[config.mk]
export PLATFORM = sky130hd
export DESIGN_NAME = keypad_code_lock
export DESIGN_NICKNAME = d
export VERILOG_FILES = /design/src/rtl/keypad_code_lock.sv
export SDC_FILE = /design/constraint.sdc
export NUM_CORES = 1
export LEC_CHECK = 0
export BUFFER_PORTS_ARGS = -buffer_cell sky130_fd_sc_hd__buf_2
export CAP_MARGIN = 20
export CORE_AREA = 5 5 42 44
export CTS_BUF_LIST = sky130_fd_sc_hd__clkbuf_16
export DETAILED_ROUTE_END_ITERATION = 10
export DIE_AREA = 0 0 47 49
export SYNTH_ARGS = -nofsm -noshare
export SYNTH_HDL_FRONTEND = slang
export SYNTH_SLANG_ARGS = --single-unit
[constraint.sdc]
create_clock -name clk -period 1.35 [get_ports clk]
set_clock_uncertainty 0.15 [all_clocks]
set_input_delay 0.0675 -clock clk [delete_from_list [all_inputs] [get_ports clk]]
set_output_delay 0.0675 -clock clk [all_outputs]
set_load 0.01 [all_outputs]
[src/rtl/keypad_code_lock.sv]
module keypad_code_lock #(
  parameter int STATE_W = 3
) (
  input  logic clk,
  input  logic rst,
  input  logic start_i,
  input  logic press_i,
  input  logic red_i,
  input  logic green_i,
  input  logic blue_i,
  output logic unlock_o
);

  typedef enum logic [STATE_W-1:0] {
    LK_IDLE  = 3'd0,
    LK_ARMED = 3'd1,
    LK_GOT_R = 3'd2,
    LK_GOT_B = 3'd3,
    LK_GOT_G = 3'd4,
    LK_OPEN  = 3'd5
  } lk_state_e;

  lk_state_e state_q, state_d;
  logic      hit;

  always_comb begin
    case (state_q)
      LK_ARMED, LK_GOT_G: hit = red_i;
      LK_GOT_R:           hit = blue_i;
      LK_GOT_B:           hit = green_i;
      default:            hit = 1'b0;
    endcase
  end

  always_comb begin
    state_d = state_q;
    case (state_q)
      LK_IDLE:  state_d = start_i ? LK_ARMED : LK_IDLE;
      LK_ARMED: if (press_i) state_d = hit ? LK_GOT_R : LK_IDLE;
      LK_GOT_R: if (press_i) state_d = hit ? LK_GOT_B : LK_IDLE;
      LK_GOT_B: if (press_i) state_d = hit ? LK_GOT_G : LK_IDLE;
      LK_GOT_G: if (press_i) state_d = hit ? LK_OPEN  : LK_IDLE;
      default:  state_d = LK_IDLE;
    endcase
  end

  always_ff @(posedge clk) begin
    if (rst) state_q <= LK_IDLE;
    else     state_q <= state_d;
  end

  assign unlock_o = (state_q == LK_OPEN);

endmodule


### Word level (Yosys, flattened, before mapping)

Index checks and enable logic that the tools add are counted.

* muxes and demuxes: 11
* equality and inequality tests: 9
* reduce and logical (&&, ||, !) cells: 3

Operator list (number)
* 3-bit 2-to-1 mux: 6
* 3-bit one-hot mux with 5 select lines: 1
* 2-bit != test (second input constant): 4
* 3-bit by 2-bit == test with 1-bit output (second input constant): 2
* 3-bit == test (second input constant): 2
* 2-bit 2-to-1 mux: 2
* 4-bit AND reduction: 1
* 3-bit by 1-bit == test with 1-bit output (second input constant): 1
* 3-bit logical NOT: 1
* 1-bit one-hot mux with 3 select lines: 1
* 2-bit OR reduction: 1
* 1-bit 2-to-1 mux: 1

* word-level logic and storage cells: 24
* output and inout bits: 1
* register bits: 3

### Longest topological paths before layout

Gate-level depths: netlist of the first run.

* depth after elaboration: 6
* mapped depth: 4

### Worst setup path before layout of the first run

OpenSTA, ideal clock, no wires.

* kind: reg-to-reg
* start: reg state_q[1]
* end: reg state_q[0]
* stages on the path, launching flop included: 4
* library setup time: 0.122 ns
* data arrival time: 0.954 ns
* setup slack: 0.124 ns
* cell sequence: dfxtp_1 mux2i_1 nor3_2 o32a_1

* longest elaborated chain between the ends: 6

RTL lines
* start: declaration: RTL line 23 `lk_state_e state_q, state_d;`
* start signal: assignment: RTL line 49 `else state_q <= state_d;`
* 3-bit == test / 3-bit by 1-bit == test with 1-bit output (equally long branches): RTL line 27, 37
* 2-bit OR reduction: RTL line 27 `case (state_q)`
* 1-bit one-hot mux with 3 select lines: RTL line 27
* 3-bit 2-to-1 mux / 2-bit 2-to-1 mux (equally long branches): RTL line 42, 40
* 3-bit 2-to-1 mux (on tied branches): RTL line 42, 40
* 3-bit one-hot mux with 5 select lines: RTL line 37 `case (state_q)`

Several ways; a longest one is shown, not always the timed one. The select of a mux whose other input is x is not followed.
A chain may end at the register's enable or synchronous reset.

### Worst setup path after layout of the first run

* start: reg state_q[0]
* end: out unlock_o

* longest elaborated chain between the ends: 1

RTL lines
* 3-bit == test: RTL line 52 `assign unlock_o = (state_q == LK_OPEN);`
* end: declaration: RTL line 11 `output logic unlock_o`

Every way passes these cells.

==> qor.txt, run 1 <==
share of layout cells above drive strength 1 -> 40.54%
VDD IR max -> 0.7604 mV
global-route wire length before repair -> 876 um
Biggest register -> state_q
CTS tree -> done
GR Util met1 -> 5.702%
grt met3 use -> 2.214%
clk buf depth -> 2
post-layout util -> 26.52%
Initial Util -> 16.34%
vias in the first global route -> 227
Vias -> 233
Setup CP Type -> reg -> out
most common cell after layout, fill and taps aside -> buf_2
Cells after DPL -> 48
Die W -> 47 um
initial antenna violation count -> 0
Final Slew Violations -> 0
number of H-tree levels -> 1
CP max stage delay -> 0.50 ns
met2 usage -> 8.145%
fill cell count -> 153
#FFs+latches synth -> 3
WHS Path Cells -> 3
n_diodes -> 0
RR Startpoint -> state_q[0]
Core ar. -> 1401 um2
largest net degree at the start of global routing -> 11
syn avg cell area -> 9.159 um2
clk slew on worst S/H paths -> 0.03 ns
CP Launch Type -> flop
fmax -> 788.6 MHz
Area Growth Syn to Fin -> 62.29%
fin cells -> 53
Total Routed Length -> 561 um
Mapped Cells -> 25
yosys warns -> 0
post-route ant nets -> 0
post-CTS resize count -> 0
Pre-antenna DRT Iters -> 2
worst path required time -> 1.13 ns
Setup WS pre-CTS -> 0.1505 ns
Critical-path top delay cell -> dfxtp_1
Tcrit/Tclk final -> 93.93%
die area -> 2303 um2
Reg2Reg Setup Slack -> 0.14 ns
worst path cell trace -> and3b_1 > buf_2
CP Data Arrival Time -> 1.05 ns
Mapped Nets -> 32
I/O Pins -> 8
Vert. Die Dim -> 49 um
headroom to the max-slew limit -> 78.27%
Rows -> 14
Endpoint, Worst Hold -> state_q[1]
Max-Cap Viols -> 0
drt wl/cell -> 10.58 um
Via density -> 4.396
crit path capture type -> output port
worst reg2reg endpoint -> state_q[0]
crit-path max FO -> 10
setup TNS -> 0 ns
max reg flops -> 3
most frequent cells in the layout -> 7 x buf_2, 3 x clkbuf_16, 3 x dfxtp_1
Port Buffer Count -> 7
LEAKAGE -> 0.1571 nW
Initial DRC Count -> 1
Hold WC Path Type -> in -> reg
power density cells -> 1675 nW/um2
post-synthesis sequential area ratio -> 26.23%
clock root cell -> clkbuf_16
final hold vios -> 0
RSZ-0062 raised after global routing -> no
Clk Latency, worst-skew pair -> 0.22 ns
DP HPWL -> 393.4 um
Worst R2R Path Depth -> 2
status -> completed
Tot GR Track Use -> 5.419%
total gr overflow -> 0
post-synth cell types -> 21
Largest regs -> state_q x3
DRC -> 0
actual slew at the worst max-slew pin -> 0.3255 ns
busiest grt layer -> met2
fin crit period -> 1.268 ns
clock sinks -> 3
worst hold start -> red_i
Worst Slack Setup Final -> 0.08191 ns
Layout Nets -> 45
Mapped Area -> 229.0 um2
CTS buffer count -> 3
GP Congestion -> 0.7186
final setup violation count -> 0
-- cell families (layout without fill, tap and decap cells) --
kind of cell | Yosys count | count (layout) | share of synthesized area [%]
flops | 3 | 3 | 26.23
buf+inv | 3 | 15 | 8.739
simple gates | 12 | 12 | 40.98
compound gates | 6 | 6 | 19.67
mux | 1 | 1 | 4.372
-- power by group --
| group | total [mW] | switching, mW | internal [mW] |
|---|---|---|---|
| Combinational | 0.0546 | 0.0206 | 0.0339 |
| Clock | 0.458 | 0.0764 | 0.382 |
| Sequential | 0.110 | 0.0142 | 0.0958 |
| Total | 0.623 | 0.111 | 0.511 |
-- routing by layer --
metal  vias up  share of wire (%)
li1        118                  -
met3         2                1.8
met2         5                 49
met1       108                 46
met5         -                  0
met4         0                3.0
-- how the worst max path moves through the flow --
stage	from	to	slack, ns	cells past startpoint
6_report	state_q[0]	unlock_o	0.08	2
5_1_grt	state_q[0]	unlock_o	0.03	2
4_1_cts	state_q[0]	unlock_o	0.08	2
3_5_place_dp	state_q[1]	state_q[0]	0.15	3
3_3_place_gp	state_q[0]	state_q[0]	0.16	2
2_1_floorplan	state_q[1]	state_q[0]	0.12	3
-- area by class of cell --
cell class                 count  area, um2  area share (%)
multi-input combinational     19      148.9           40.07
clock buffer                   3      75.07           20.20
sequential                     3      60.06           16.16
timing repair buffer          10      60.06           16.16
tap                           16      20.02           5.387
clock inverter                 1      3.754           1.010
inverter                       1      3.754           1.010
-- synthesized netlist by cell type --
cell	instances	area (um2)
o21ai_1	2	10.01
a211oi_2	1	12.51
nand2b_4	1	13.76
mux2i_1	1	10.01
nor2b_1	1	6.260
nand4_1	1	6.260
and3b_1	1	8.760
or2_0	1	6.260
nor3_1	1	5.000
buf_2	1	5.000
a211oi_1	1	7.510
nor3_2	1	10.01
a21oi_1	1	5.000
o32a_1	1	10.01
nor3b_1	2	15.01
inv_1	1	3.750
nand4b_1	1	8.760
buf_6	1	11.26
nor2_1	1	3.750
dfxtp_1	3	60.06
nor4bb_1	1	10.01
-- repair_timing --
action | in CTS | in global routing
endpoints found under the hold margin | 2 | 0
hold buffers | 1 | 0
setup buffers | 0 | 0
-- metrics by stage --
step / area [um2] / hold WS [ns] / power [mW]
6_report: 371.6 / 0.01224 / 0.6226
5_1_grt: 371.6 / 0.02708 / 0.6433
4_1_cts: 371.6 / 0.01238 / 0.6279
3_5_place_dp: 282.8 / 0.1541 / 0.1633
3_3_place_gp: 282.8 / 0.1550 / 0.1629
2_1_floorplan: 229.0 / -0.01343 / 0.1497
-- critical path, delay by kind of cell, from the launching register on --
family / cells / cell delay, ns
flops: 1 / 0.50
simple gates: 1 / 0.21
buf+inv: 1 / 0.12
(Power assumes the default switching activity.)
==> inputs of run 2 (changes only) <==
Settings changed: CTS_BUF_LIST sky130_fd_sc_hd__clkbuf_16 to not set.
==> run 2 against run 1 <==
Cell count is 1.9% higher. Register-to-register slack about the same. Wire length grew 0.53%. Critical path type unchanged.
==> qor.txt, run 2 (synthesized netlist as in run 1, its figures left out) <==
crit-path max FO -> 3
Vias -> 238
Hold WC Path Type -> in -> reg
Setup CP Type -> reg -> out
CP Launch Type -> flop
most frequent cells in the layout -> 7 x buf_2, 3 x clkbuf_4
share of layout cells above drive strength 1 -> 42.11%
fill cell count -> 158
clock root cell -> clkbuf_4
Core ar. -> 1401 um2
I/O Pins -> 8
Tcrit/Tclk final -> 93.65%
Final Slew Violations -> 0
most common cell after layout, fill and taps aside -> buf_2
hold slack -> 0.03216 ns
total gr overflow -> 0
initial antenna violation count -> 0
CP Data Arrival Time -> 1.05 ns
Vert. Die Dim -> 49 um
Area Growth Syn to Fin -> 44.26%
final hold vios -> 0
Layout Nets -> 46
final setup violation count -> 0
crit path capture type -> output port
WHS Path Cells -> 3
Rows -> 14
fin crit period -> 1.264 ns
post-route ant nets -> 0
max reg flops -> 3
placed cell areas -> 282.8 um2
final instance area -> 330.3 um2
largest net degree at the start of global routing -> 11
LEAKAGE -> 0.1342 nW
Initial DRC Count -> 4
Setup Buffers After CTS -> 0
Worst R2R Path Depth -> 3
Die W -> 47 um
clk slew on worst S/H paths -> 0.04 ns
Biggest register -> state_q
Via density -> 4.407
Port Buffer Count -> 7
VDD IR max -> 0.2555 mV
number of H-tree levels -> 1
drt wl/cell -> 10.44 um
actual slew at the worst max-slew pin -> 0.2995 ns
Sequential Area -> 61.31 um2
setup TNS -> 0 ns
Largest regs -> state_q x3
headroom to the max-slew limit -> 80.01%
DP HPWL -> 393.4 um
die area -> 2303 um2
Tot GR Track Use -> 5.771%
worst path required time -> 1.13 ns
clk buf depth -> 2
status -> completed
area of the multi-input gates -> 148.9 um2
Pre-antenna DRT Iters -> 3
power density cells -> 1018 nW/um2
CTS buffer count -> 3
RSZ-0062 raised after global routing -> no
n_diodes -> 0
GP Congestion -> 0.7186
clock sinks -> 3
global-route wire length before repair -> 855 um
Reg2Reg Setup Slack -> 0.15 ns
Clk Latency, worst-skew pair -> 0.24 ns
vias in the first global route -> 228
Total Routed Length -> 564 um
DRC -> 0
Initial Util -> 16.34%
CTS tree -> done
fmax -> 791.0 MHz
Max-Cap Viols -> 0
[run 2: cell count changes in the layout (fill, tap and decap cells not counted)]
cell and delta:
clkbuf_16 -3, clkbuf_4 +3, clkbuf_1 +1, dfxtp_1 -1, dfxtp_2 +1, dlygate4sd3_1 +1, inv_1 -1
[run 2: stage by stage]
step                cells  setup WS, ns  util [%]  power (mW)
finish                 54       0.08574     23.57      0.3363
detailed placement     48        0.1505     20.18      0.1633
global route           54       0.02959     23.57      0.3542
floorplan              25        0.1244         -      0.1497
global placement       48        0.1587     20.18      0.1629
CTS                    54       0.05099     23.48      0.3406
[run 2: worst paths after layout]
path | from | end
setup / recovery | state_q[1] | unlock_o
hold reg to reg | state_q[0] | state_q[1]
hold / removal | press_i | state_q[1]
setup reg to reg | state_q[1] | state_q[0]
[run 2: final cells by class]
| type | count | area share, % |
|---|---|---|
| tap | 16 | 6.061 |
| sequential | 3 | 18.56 |
| clock buffer | 4 | 7.955 |
| inverter | 1 | 1.136 |
| timing repair buffer | 11 | 21.21 |
| multi-input combinational | 19 | 45.08 |
[run 2: what timing repair did]
| item | CTS | global route |
|---|---|---|
| resized for setup | 0 | 1 |
| setup endpoints to repair | 0 | 1 |
| hold endpoints to repair | 2 | 0 |
| hold buffers | 2 | 0 |
[run 2: layer usage]
layer / global-route usage (%) / share of wire [%] / vias to the layer above
met5: 0 / 0 / -
met2: 7.466 / 45 / 7
met3: 1.107 / 2.3 / 4
li1: - / - / 120
met1: 5.482 / 45 / 107
met4: 9.677 / 6.9 / 0
[run 2: power by group]
group	total [mW]	internal [mW]	leakage (nW)	switching, mW
Combinational	0.0566	0.0358	0.0945	0.0208
Clock	0.169	0.111	0.0150	0.0574
Sequential	0.111	0.0967	0.0248	0.0140
[run 2: worst max-delay path, cell delays in order, from the launching register on]
cell and delay [ns]:
dfxtp_1 0.37, buf_4 0.14, and3b_1 0.16, buf_2 0.13
